### config.mk
export PLATFORM = sky130hd
export DESIGN_NAME = irq_status_ctrl
export DESIGN_NICKNAME = d
export VERILOG_FILES = /design/src/rtl/irq_status_ctrl.sv
export SDC_FILE = /design/constraint.sdc
export NUM_CORES = 1
export LEC_CHECK = 0
export ABC_AREA = 1
export CAP_MARGIN = 40
export CORE_MARGIN = 5
export CORE_UTILIZATION = 47
export CTS_BUF_LIST = sky130_fd_sc_hd__clkbuf_4
export CTS_CLUSTER_SIZE = 24
export DETAILED_ROUTE_END_ITERATION = 8
export PLACE_DENSITY = 0.87
export SYNTH_ARGS = -nofsm -noshare
export SYNTH_HDL_FRONTEND = slang
export SYNTH_SLANG_ARGS = --single-unit
### constraint.sdc
create_clock -name clk -period 1.3 [get_ports clk]
set_input_delay 0.26 -clock clk [delete_from_list [all_inputs] [get_ports clk]]
set_output_delay 0.26 -clock clk [all_outputs]
set_load 0.05 [all_outputs]
### src/rtl/irq_status_ctrl.sv
module irq_status_ctrl #(
  parameter int ADDR_W = 7,
  parameter int CS_W = 24,
  parameter logic [ADDR_W-1:0] STAT_ADDR = 7'h1C,
  parameter logic [ADDR_W-1:0] MASK_ADDR = 7'h1B
) (
  input  logic              clk,
  input  logic              rst_n,
  input  logic [ADDR_W-1:0] bus_addr,
  input  logic [7:0]        bus_wdata,
  input  logic              bus_wr,
  input  logic              bus_rd,
  output logic [7:0]        bus_rdata,
  output logic              irq,
  input  logic              tx_cs_wr,
  input  logic              tx_cs_busy,
  input  logic              tx_ub_empty,
  input  logic              tx_cs_sent,
  input  logic              rx_cs_mismatch,
  input  logic              rx_ub_new,
  input  logic              rx_cs_block,
  input  logic [CS_W-1:0]   rx_cs_data,
  input  logic              cs_change_mode,
  input  logic              rx_err,
  input  logic              src_ovr_left,
  input  logic              src_ovr_right,
  input  logic              src_mute
);
  localparam logic [7:0] IRQ_EN = 8'hF7;

  logic [7:0]      status_q;
  logic [2:0]      mask_q;
  logic [CS_W-1:0] cs_prev_q;

  wire       stat_sel = bus_addr == STAT_ADDR;
  wire       mask_sel = bus_addr == MASK_ADDR;
  wire       clr      = bus_rd && stat_sel;
  wire [2:0] src_vec  = {src_ovr_left, src_ovr_right, src_mute};
  wire       cs_new   = rx_cs_block && (!cs_change_mode || rx_cs_data != cs_prev_q);
  wire [7:0] set_vec  = {|(src_vec & mask_q), tx_cs_wr & tx_cs_busy, tx_ub_empty,
                         tx_cs_sent, rx_cs_mismatch, rx_ub_new, cs_new, rx_err};

  always_ff @(posedge clk or negedge rst_n) begin
    if (!rst_n) begin
      status_q  <= '0;
      mask_q    <= '0;
      cs_prev_q <= '0;
    end else begin
      status_q <= (status_q & ~{8{clr}}) | set_vec;
      if (bus_wr && mask_sel) mask_q <= bus_wdata[2:0];
      if (rx_cs_block) cs_prev_q <= rx_cs_data;
    end
  end

  assign irq       = |(status_q & IRQ_EN);
  assign bus_rdata = stat_sel ? status_q : (mask_sel ? {5'b0, mask_q} : 8'h00);

  AST_EVENT_LATCH: assert property (@(posedge clk) disable iff (!rst_n)
    rx_err |=> status_q[0]);
  AST_STICKY: assert property (@(posedge clk) disable iff (!rst_n)
    !clr |=> (($past(status_q) & ~status_q) == 8'h00));
  AST_CLEAR: assert property (@(posedge clk) disable iff (!rst_n)
    (clr && set_vec == 8'h00) |=> status_q == 8'h00);
  AST_SET_WINS: assert property (@(posedge clk) disable iff (!rst_n)
    (clr && tx_ub_empty) |=> status_q[5]);
  AST_RSVD_ZERO: assert property (@(posedge clk) disable iff (!rst_n)
    mask_sel |-> bus_rdata[7:3] == 5'b0);
  AST_MASK_BLOCK: assert property (@(posedge clk) disable iff (!rst_n)
    ((src_vec & mask_q) == 3'b0 && !status_q[7]) |=> !status_q[7]);
  AST_MISMATCH_QUIET: assert property (@(posedge clk) disable iff (!rst_n)
    (status_q == 8'h08) |-> !irq);
  AST_CS_SAME: assert property (@(posedge clk) disable iff (!rst_n)
    (cs_change_mode && rx_cs_block && rx_cs_data == cs_prev_q && !status_q[1]) |=> !status_q[1]);
  AST_NO_LONE_COLLISION: assert property (@(posedge clk) disable iff (!rst_n)
    (!(tx_cs_wr && tx_cs_busy) && !status_q[6]) |=> !status_q[6]);
endmodule

# Word level (Yosys, flattened, before mapping)
# Cells that the tools add are included.
[totals] elab_cells=20 output_inout_bits=9 regBits=35 inputBits=55
[classes] n_mux=2 bitwise_logic=5 eq_ne=3 reduce_logical=7
[op_table] op="24-bit inequality test" n=1
[op_table] op="7-bit by 5-bit == test with 1-bit output (second input constant)" n=2
[op_table] op="8-bit AND" n=1
[op_table] op="8-bit 2-to-1 mux" n=1
[op_table] op="8-bit inverter" n=1
[op_table] op="8-bit OR" n=1
[op_table] op="7-bit OR reduction" n=1
[op_table] op="3-bit AND" n=1
[op_table] op="1-bit logical AND" n=3
[op_table] op="3-bit 2-to-1 mux" n=1
[op_table] op="3-bit OR reduction" n=1
[op_table] op="1-bit AND" n=1
[op_table] op="1-bit zero test" n=1
[op_table] op="1-bit logical OR" n=1

# Logic depth before layout (Yosys ltp)
# Gate-level depths: netlist (run 1).
[depth] word_depth=5 mapped_depth=9

# Least setup slack after synthesis (run 1)
# Ideal clock, no wire load.
[synth_path] path_kind="in2out" from="in bus_addr[5]" to="out bus_rdata[2]" required_ns=1.040 setup_slack_ns=-0.821 stages=3 arrival_ns=1.861 cell_sequence="nor4_4 > nand2_1 > o21ai_0"
[synth_between] elab_chain_cells=3
[synth_lines] element="from (decl)" line="9" text="input logic [ADDR_W-1:0] bus_addr,"
[synth_lines] element="7-bit by 5-bit == test with 1-bit output" line="36" text="wire mask_sel = bus_addr == MASK_ADDR;"
[synth_lines] element="3-bit 2-to-1 mux" line="56" text="assign bus_rdata = stat_sel ? status_q : (mask_sel ? {5'b0, mask_q} : 8'h00);"
[synth_lines] element="8-bit 2-to-1 mux *" line="56"
[synth_lines] element="to (decl)" line="13" text="output logic [7:0] bus_rdata,"
# Every way passes the cells marked *; elsewhere a longest branch is shown, timed or not.

# Worst setup path in the final report (run 1)
[layout_path] from="reg status_q[2]" to="out irq"
[layout_between] elab_chain_cells=1
[layout_lines] element="from (decl)" line="31" text="logic [7:0] status_q;"
[layout_lines] element="from (signal assigned)" line="49" text="status_q <= (status_q & ~{8{clr}}) | set_vec;"
[layout_lines] element="7-bit OR reduction" line="55" text="assign irq = |(status_q & IRQ_EN);"
[layout_lines] element="to (decl)" line="14" text="output logic irq,"
# Every way passes these cells.

==> results.ini, run 1 <==
[synthesis]
netlist.area_leader.share_pct=47.6
yosys_warnings=0
synth_fp_nets=298
ys_ff_latch=35
synth.distinct_cells=21
synth_top_cell_by_area=dfrtp_1
synth-async-reset-ratio_pct=100
syn_inst=243
synth-edff-count=0
ys_seq_area_share_pct=47.6
synthTopCellsByArea=dfrtp_1 (48%), nand2_1 (16%), inv_1 (9.4%)
synth_area_per_cell_um2=7.57
ys.flop_type=dfrtp_1
syn_area_um2=1840

[critical_path]
cp.required_ns=1.04
crit_path_top_delay_cell=dfrtp_2
rrSetupSlack_ns=0.17
path_class=reg -> out
worstPathCellList=nor4_4 -> nand4_1 -> buf_6
worstReg2RegEnd=status_q[1]
reg2reg_depth=7
arrival_ns=1.40
end_kind=primary output
slowest_delay_ns=0.45
cp-start-kind=flip-flop
r2r_start=cs_prev_q[8]
cp_max_fo=3

[final_layout]
mostFrequentLayoutCells=nand2_1 (75), inv_1 (42), clkdlybuf4s50_1 (42)
stdcell_area_um2=2870
syn2layout_area_growth_pct=55.9
drive_gt1_share_pct=19.9
final_nets=371
fillCellCount=267
utilization_pct=77.2
stdcell_count=365
insertedDiodeCount=0
final_common_cell=nand2_1

[job]
drv_cap=0

[routing]
vias=1776
dr.first_iter.drc_count=59
firstDrtPassIters=4
wirelength_um=4730
viasPerCell=4.87
drcViolationCount=0
ant_nets=0
wl_per_cell_um=13.0

[pwr]
p_int_mw=1.83
power_switching_mw=0.645
clockPowerShare_pct=30.7
power_leakage_nw=1.42
combPwrFrac_pct=20.1
p_per_area_nw_per_um2=861
power_mw=2.47
swShare_pct=26.1
p_seq_share_pct=49.1
ir_drop_v=0.000779

[floorplan]
core_area_um2=3720
start_util_pct=49.5
dieArea_um2=5260
dieWidth_um=72.6
die_height_um=72.6
pin_count=64
num_rows=22

[clocking]
cts_htree_levels=2
max-clock-path-buffers=2
insertion_delay_ns=0.34
cts_tree=done
clock-root-buffer=clkbuf_4
holdBufCountCts=0
cts_made_buffers=5
clkSinkCount=35
clk_pin_slew_worst_paths_ns=0.11

[timing]
fmax_ghz=0.604
holdWs_ns=0.273
period_needed_ns=1.66
setup_viol=9
hold_viol_final=0
layout_setup_ws_ns=-0.357
slew_viol_final=0
rsz0062_at_grt=yes
skew_ns=0.00851
worstMarginPinSlew_ns=0.340
maxSlewHeadroom_pct=77.2
fin_crit_sh_pct=127
timing.setup.tns_ns=-2.23

[global_routing]
grtUsageTotal_pct=19.0
antenna_found_initial=0
grt_pass1_wl_um=7670
grt_remaining_overflow=0
grt_max_degree=36
first_global_vias=1775

[run_status]
violations=setup timing
status=finished, violations left

[hold_path]
min_path_type=in -> async

[placement]
gp_congestion=0.836
hpwl_um=3600
pre_cts_ws_ns=-0.738
io_buffers=58
dp.cells=353
placed_cell_area_um2=2700

## registers in the layout, summed over array words and instances, names as in the netlist
| signal | flops |
|---|---|
| cs_prev_q | 24 |
| mask_q | 3 |
| status_q | 8 |
## power by group through the flow
stage / registers [mW] / logic (mW) / clock network (mW)
6_report: 1.21 / 0.497 / 0.759
5_1_grt: 1.22 / 0.556 / 0.843
4_1_cts: 1.21 / 0.499 / 0.783
3_5_place_dp: 1.23 / 0.493 / 0
3_3_place_gp: 1.23 / 0.472 / 0
2_1_floorplan: 1.22 / 0.236 / 0
## how the worst max path moves through the flow
stage | slack (ns) | from | to | cells after the start
2_1_floorplan | -0.18 | bus_addr[5] | bus_rdata[0] | 3
3_3_place_gp | -0.64 | bus_addr[5] | bus_rdata[0] | 5
3_5_place_dp | -0.74 | bus_addr[5] | bus_rdata[0] | 5
4_1_cts | -0.37 | status_q[5] | irq | 3
5_1_grt | -0.45 | status_q[2] | irq | 3
6_report | -0.36 | status_q[2] | irq | 3
## layer usage
layer	wire, um	track usage [%]
met4	74	7.79
met3	364	5.54
met2	2490	34.3
met5	0	0
met1	1810	20.6
## area by class of cell
type                       count  area (um^2)  area share, %
clock buffer                   5         37.5           1.31
clock inverter                 3         38.8           1.35
inverter                      46          175           6.11
tap                           48         60.1           2.09
sequential                    35          877           30.6
timing repair buffer          71          781           27.2
multi-input combinational    157          898           31.3
## what timing repair did
action	in CTS	in global routing
resized for setup	28	11
setup endpoints to repair	20	9
buffers inserted	2	2
pin swaps	9	7
## critical path: cells and delay by family (launching register included)
| kind | cells | cell delay [ns] |
|---|---|---|
| flops | 1 | 0.45 |
| buf+inv | 1 | 0.18 |
| simple gates | 2 | 0.43 |
## logic make-up (layout without fill, tap and decap cells)
group           Yosys count  in the layout  synth area share (%)
simple gates            110            110                  24.9
flops                    35             35                  47.6
xor+xnor                  6              6                  2.86
compound gates           36             36                  11.1
mux                       5              5                  3.06
buf+inv                  51            125                  10.5
## synth_stat cells, types with 2 or more instances
library cell and instances:
nand2_1 77, inv_1 46, dfrtp_1 35, o21ai_0 27
nor2_1 20, nand3_1 7, a21o_2 5, mux2_2 5
xnor2_1 5, buf_1 3, nand4_1 2, o22ai_1 2
(Power assumes the default switching activity.)
==> run 2: changes to the inputs <==
- GPL_ROUTABILITY_DRIVEN: default -> 0
- SETUP_SLACK_MARGIN: default -> 0.05
- SLEW_MARGIN: default -> 10
==> run 2 against run 1 <==
Effect of this change:
- sequential share of layout area is 0.15 points lower
- combinational power about the same
- sequential cell count unchanged
- highest routed layer unchanged
- first-iteration DRC count shrank 25%
- utilization grew 0.37 points
- the run still ends with setup timing left
==> results.ini, run 2 (synthesized netlist as in run 1, its figures left out) <==
[run_status]
status=finished, violations left
violations=setup timing

[critical_path]
rrSetupSlack_ns=0.17  ; about the same
worstPathCellList=nor4_4 -> nand4_1 -> buf_6
path_class=reg -> out
cp.required_ns=1.04  ; about the same
cp_max_fo=3  ; unchanged
slowest_delay_ns=0.45  ; about the same
crit_path_top_delay_cell=dfrtp_2
cp-start-kind=flip-flop
end_kind=primary output
arrival_ns=1.40  ; about the same

[clocking]
clkSinkCount=35  ; unchanged
cts_tree=done
insertion_delay_ns=0.34  ; about the same
holdBufCountCts=0  ; unchanged
cts_htree_levels=2  ; unchanged
max-clock-path-buffers=2  ; unchanged
clock-root-buffer=clkbuf_4
clk_pin_slew_worst_paths_ns=0.11  ; about the same
cts_made_buffers=5  ; unchanged

[final_layout]
drive_gt1_share_pct=21.5  ; +1.6 points
largestRegisters=cs_prev_q: 24 flops, status_q: 8 flops, mask_q: 3 flops
multiInputGateArea_um2=906  ; +0.84%
ff_latch_area_um2=877  ; unchanged
stdcell_area_um2=2880  ; +0.48%
top_register=cs_prev_q
final_nets=371  ; unchanged
insertedDiodeCount=0  ; unchanged
stdcell_count=365  ; unchanged
largest_reg_flops=24  ; unchanged
mostFrequentLayoutCells=nand2_1 (73), clkdlybuf4s50_1 (41), inv_1 (40)
final_common_cell=nand2_1
syn2layout_area_growth_pct=56.7
fillCellCount=265  ; -0.75%

[timing]
timing.setup.tns_ns=-2.11  ; +0.127 ns
fmax_ghz=0.603  ; about the same
fin_crit_sh_pct=128  ; about the same
layout_setup_ws_ns=-0.358  ; -0.000605 ns
rsz0062_at_grt=yes
holdWs_ns=0.188  ; -0.0859 ns
slew_viol_final=0  ; unchanged
worstMarginPinSlew_ns=0.341  ; +0.000788 ns
maxSlewHeadroom_pct=77.2  ; about the same
setup_viol=9  ; unchanged
skew_ns=0.00799  ; -0.000523 ns
hold_viol_final=0  ; unchanged
period_needed_ns=1.66  ; +0.000605 ns

[global_routing]
top_usage_layer=met2
antenna_found_initial=0  ; unchanged
grt_use_met2_pct=34.3  ; unchanged
met3_usage_pct=5.54  ; unchanged
grt_pass1_wl_um=7670  ; unchanged
grt_max_degree=36  ; unchanged
grtUsageTotal_pct=19.0  ; unchanged
grt_remaining_overflow=0  ; unchanged
use_met1_pct=20.6  ; unchanged
first_global_vias=1775  ; unchanged

[routing]
firstDrtPassIters=5  ; +1
vias=1789  ; +0.73%
ant_nets=0  ; unchanged
dr.first_iter.drc_count=44  ; -25%
wirelength_um=4700  ; -0.63%
wl_per_cell_um=12.9  ; -0.63%
drcViolationCount=0  ; unchanged
viasPerCell=4.90  ; +0.73%

[floorplan]
num_rows=22  ; unchanged
core_area_um2=3720  ; unchanged
die_height_um=72.6  ; unchanged
dieArea_um2=5260  ; unchanged
start_util_pct=49.5  ; unchanged
dieWidth_um=72.6  ; unchanged
pin_count=64  ; unchanged

[pwr]
p_per_area_nw_per_um2=859  ; -0.30%
ir_drop_v=0.000825  ; +6.0%
power_leakage_nw=1.42  ; +0.64%
power_mw=2.47  ; +0.17%

[placement]
dp.cells=353  ; unchanged
placed_cell_area_um2=2700  ; unchanged
io_buffers=58  ; unchanged
hpwl_um=3600  ; unchanged

[hold_path]
min_path_type=in -> reg

[job]
drv_cap=0  ; unchanged

run 2: routing by layer:
layer | share of wire [%] | wire length [um] | up-vias
met1 | 38 | 1780 | 829
met4 | 1.7 | 81 | 0
li1 | - | - | 886
met2 | 52 | 2440 | 63
met5 | 0 | 0 | -
met3 | 8.7 | 408 | 11
run 2: cell type report:
type,count,area share [%]
Tap cell,48,2.08
Multi-Input combinational cell,157,31.4
Timing Repair Buffer,71,27.3
Clock inverter,3,1.35
Sequential cell,35,30.4
Clock buffer,5,1.30
Inverter,46,6.08
run 2: timing repair:
action | 4_1_cts | 5_1_grt
pin swaps | 9 | 11
endpoints found under the setup margin | 20 | 10
buffers inserted | 2 | 2
gates cloned | 0 | 0
resized for setup | 28 | 18
run 2: final timing paths:
path	startpoint	end	cells after the start
min in group asynchronous	rst_n	cs_prev_q[8]	2
setup reg to reg	cs_prev_q[8]	status_q[1]	7
hold / removal	rx_cs_data[10]	cs_prev_q[10]	3
setup / recovery	status_q[2]	irq	3
max in group asynchronous	rst_n	status_q[2]	2
hold reg to reg	status_q[1]	status_q[1]	2
run 2: per-stage QoR:
step | utilization [%] | setup WS, ns
after global routing | 77.5 | -0.462
after detailed placement | 72.8 | -0.738
after global placement | 72.8 | -0.642
after CTS | 76.2 | -0.366
final | 77.5 | -0.358
after floorplan | - | -0.182
run 2: report_power, final:
part	switching, mW	internal [mW]
clock	0.364	0.395
combinational	0.239	0.262
sequential	0.0449	1.17
total	0.648	1.83
run 2: critical path: cells and delay by family, from the launching register on:
kind | cells | cell delay, ns
buffers and inverters | 1 | 0.18
and+or+nand+nor | 2 | 0.42
DFF | 1 | 0.45
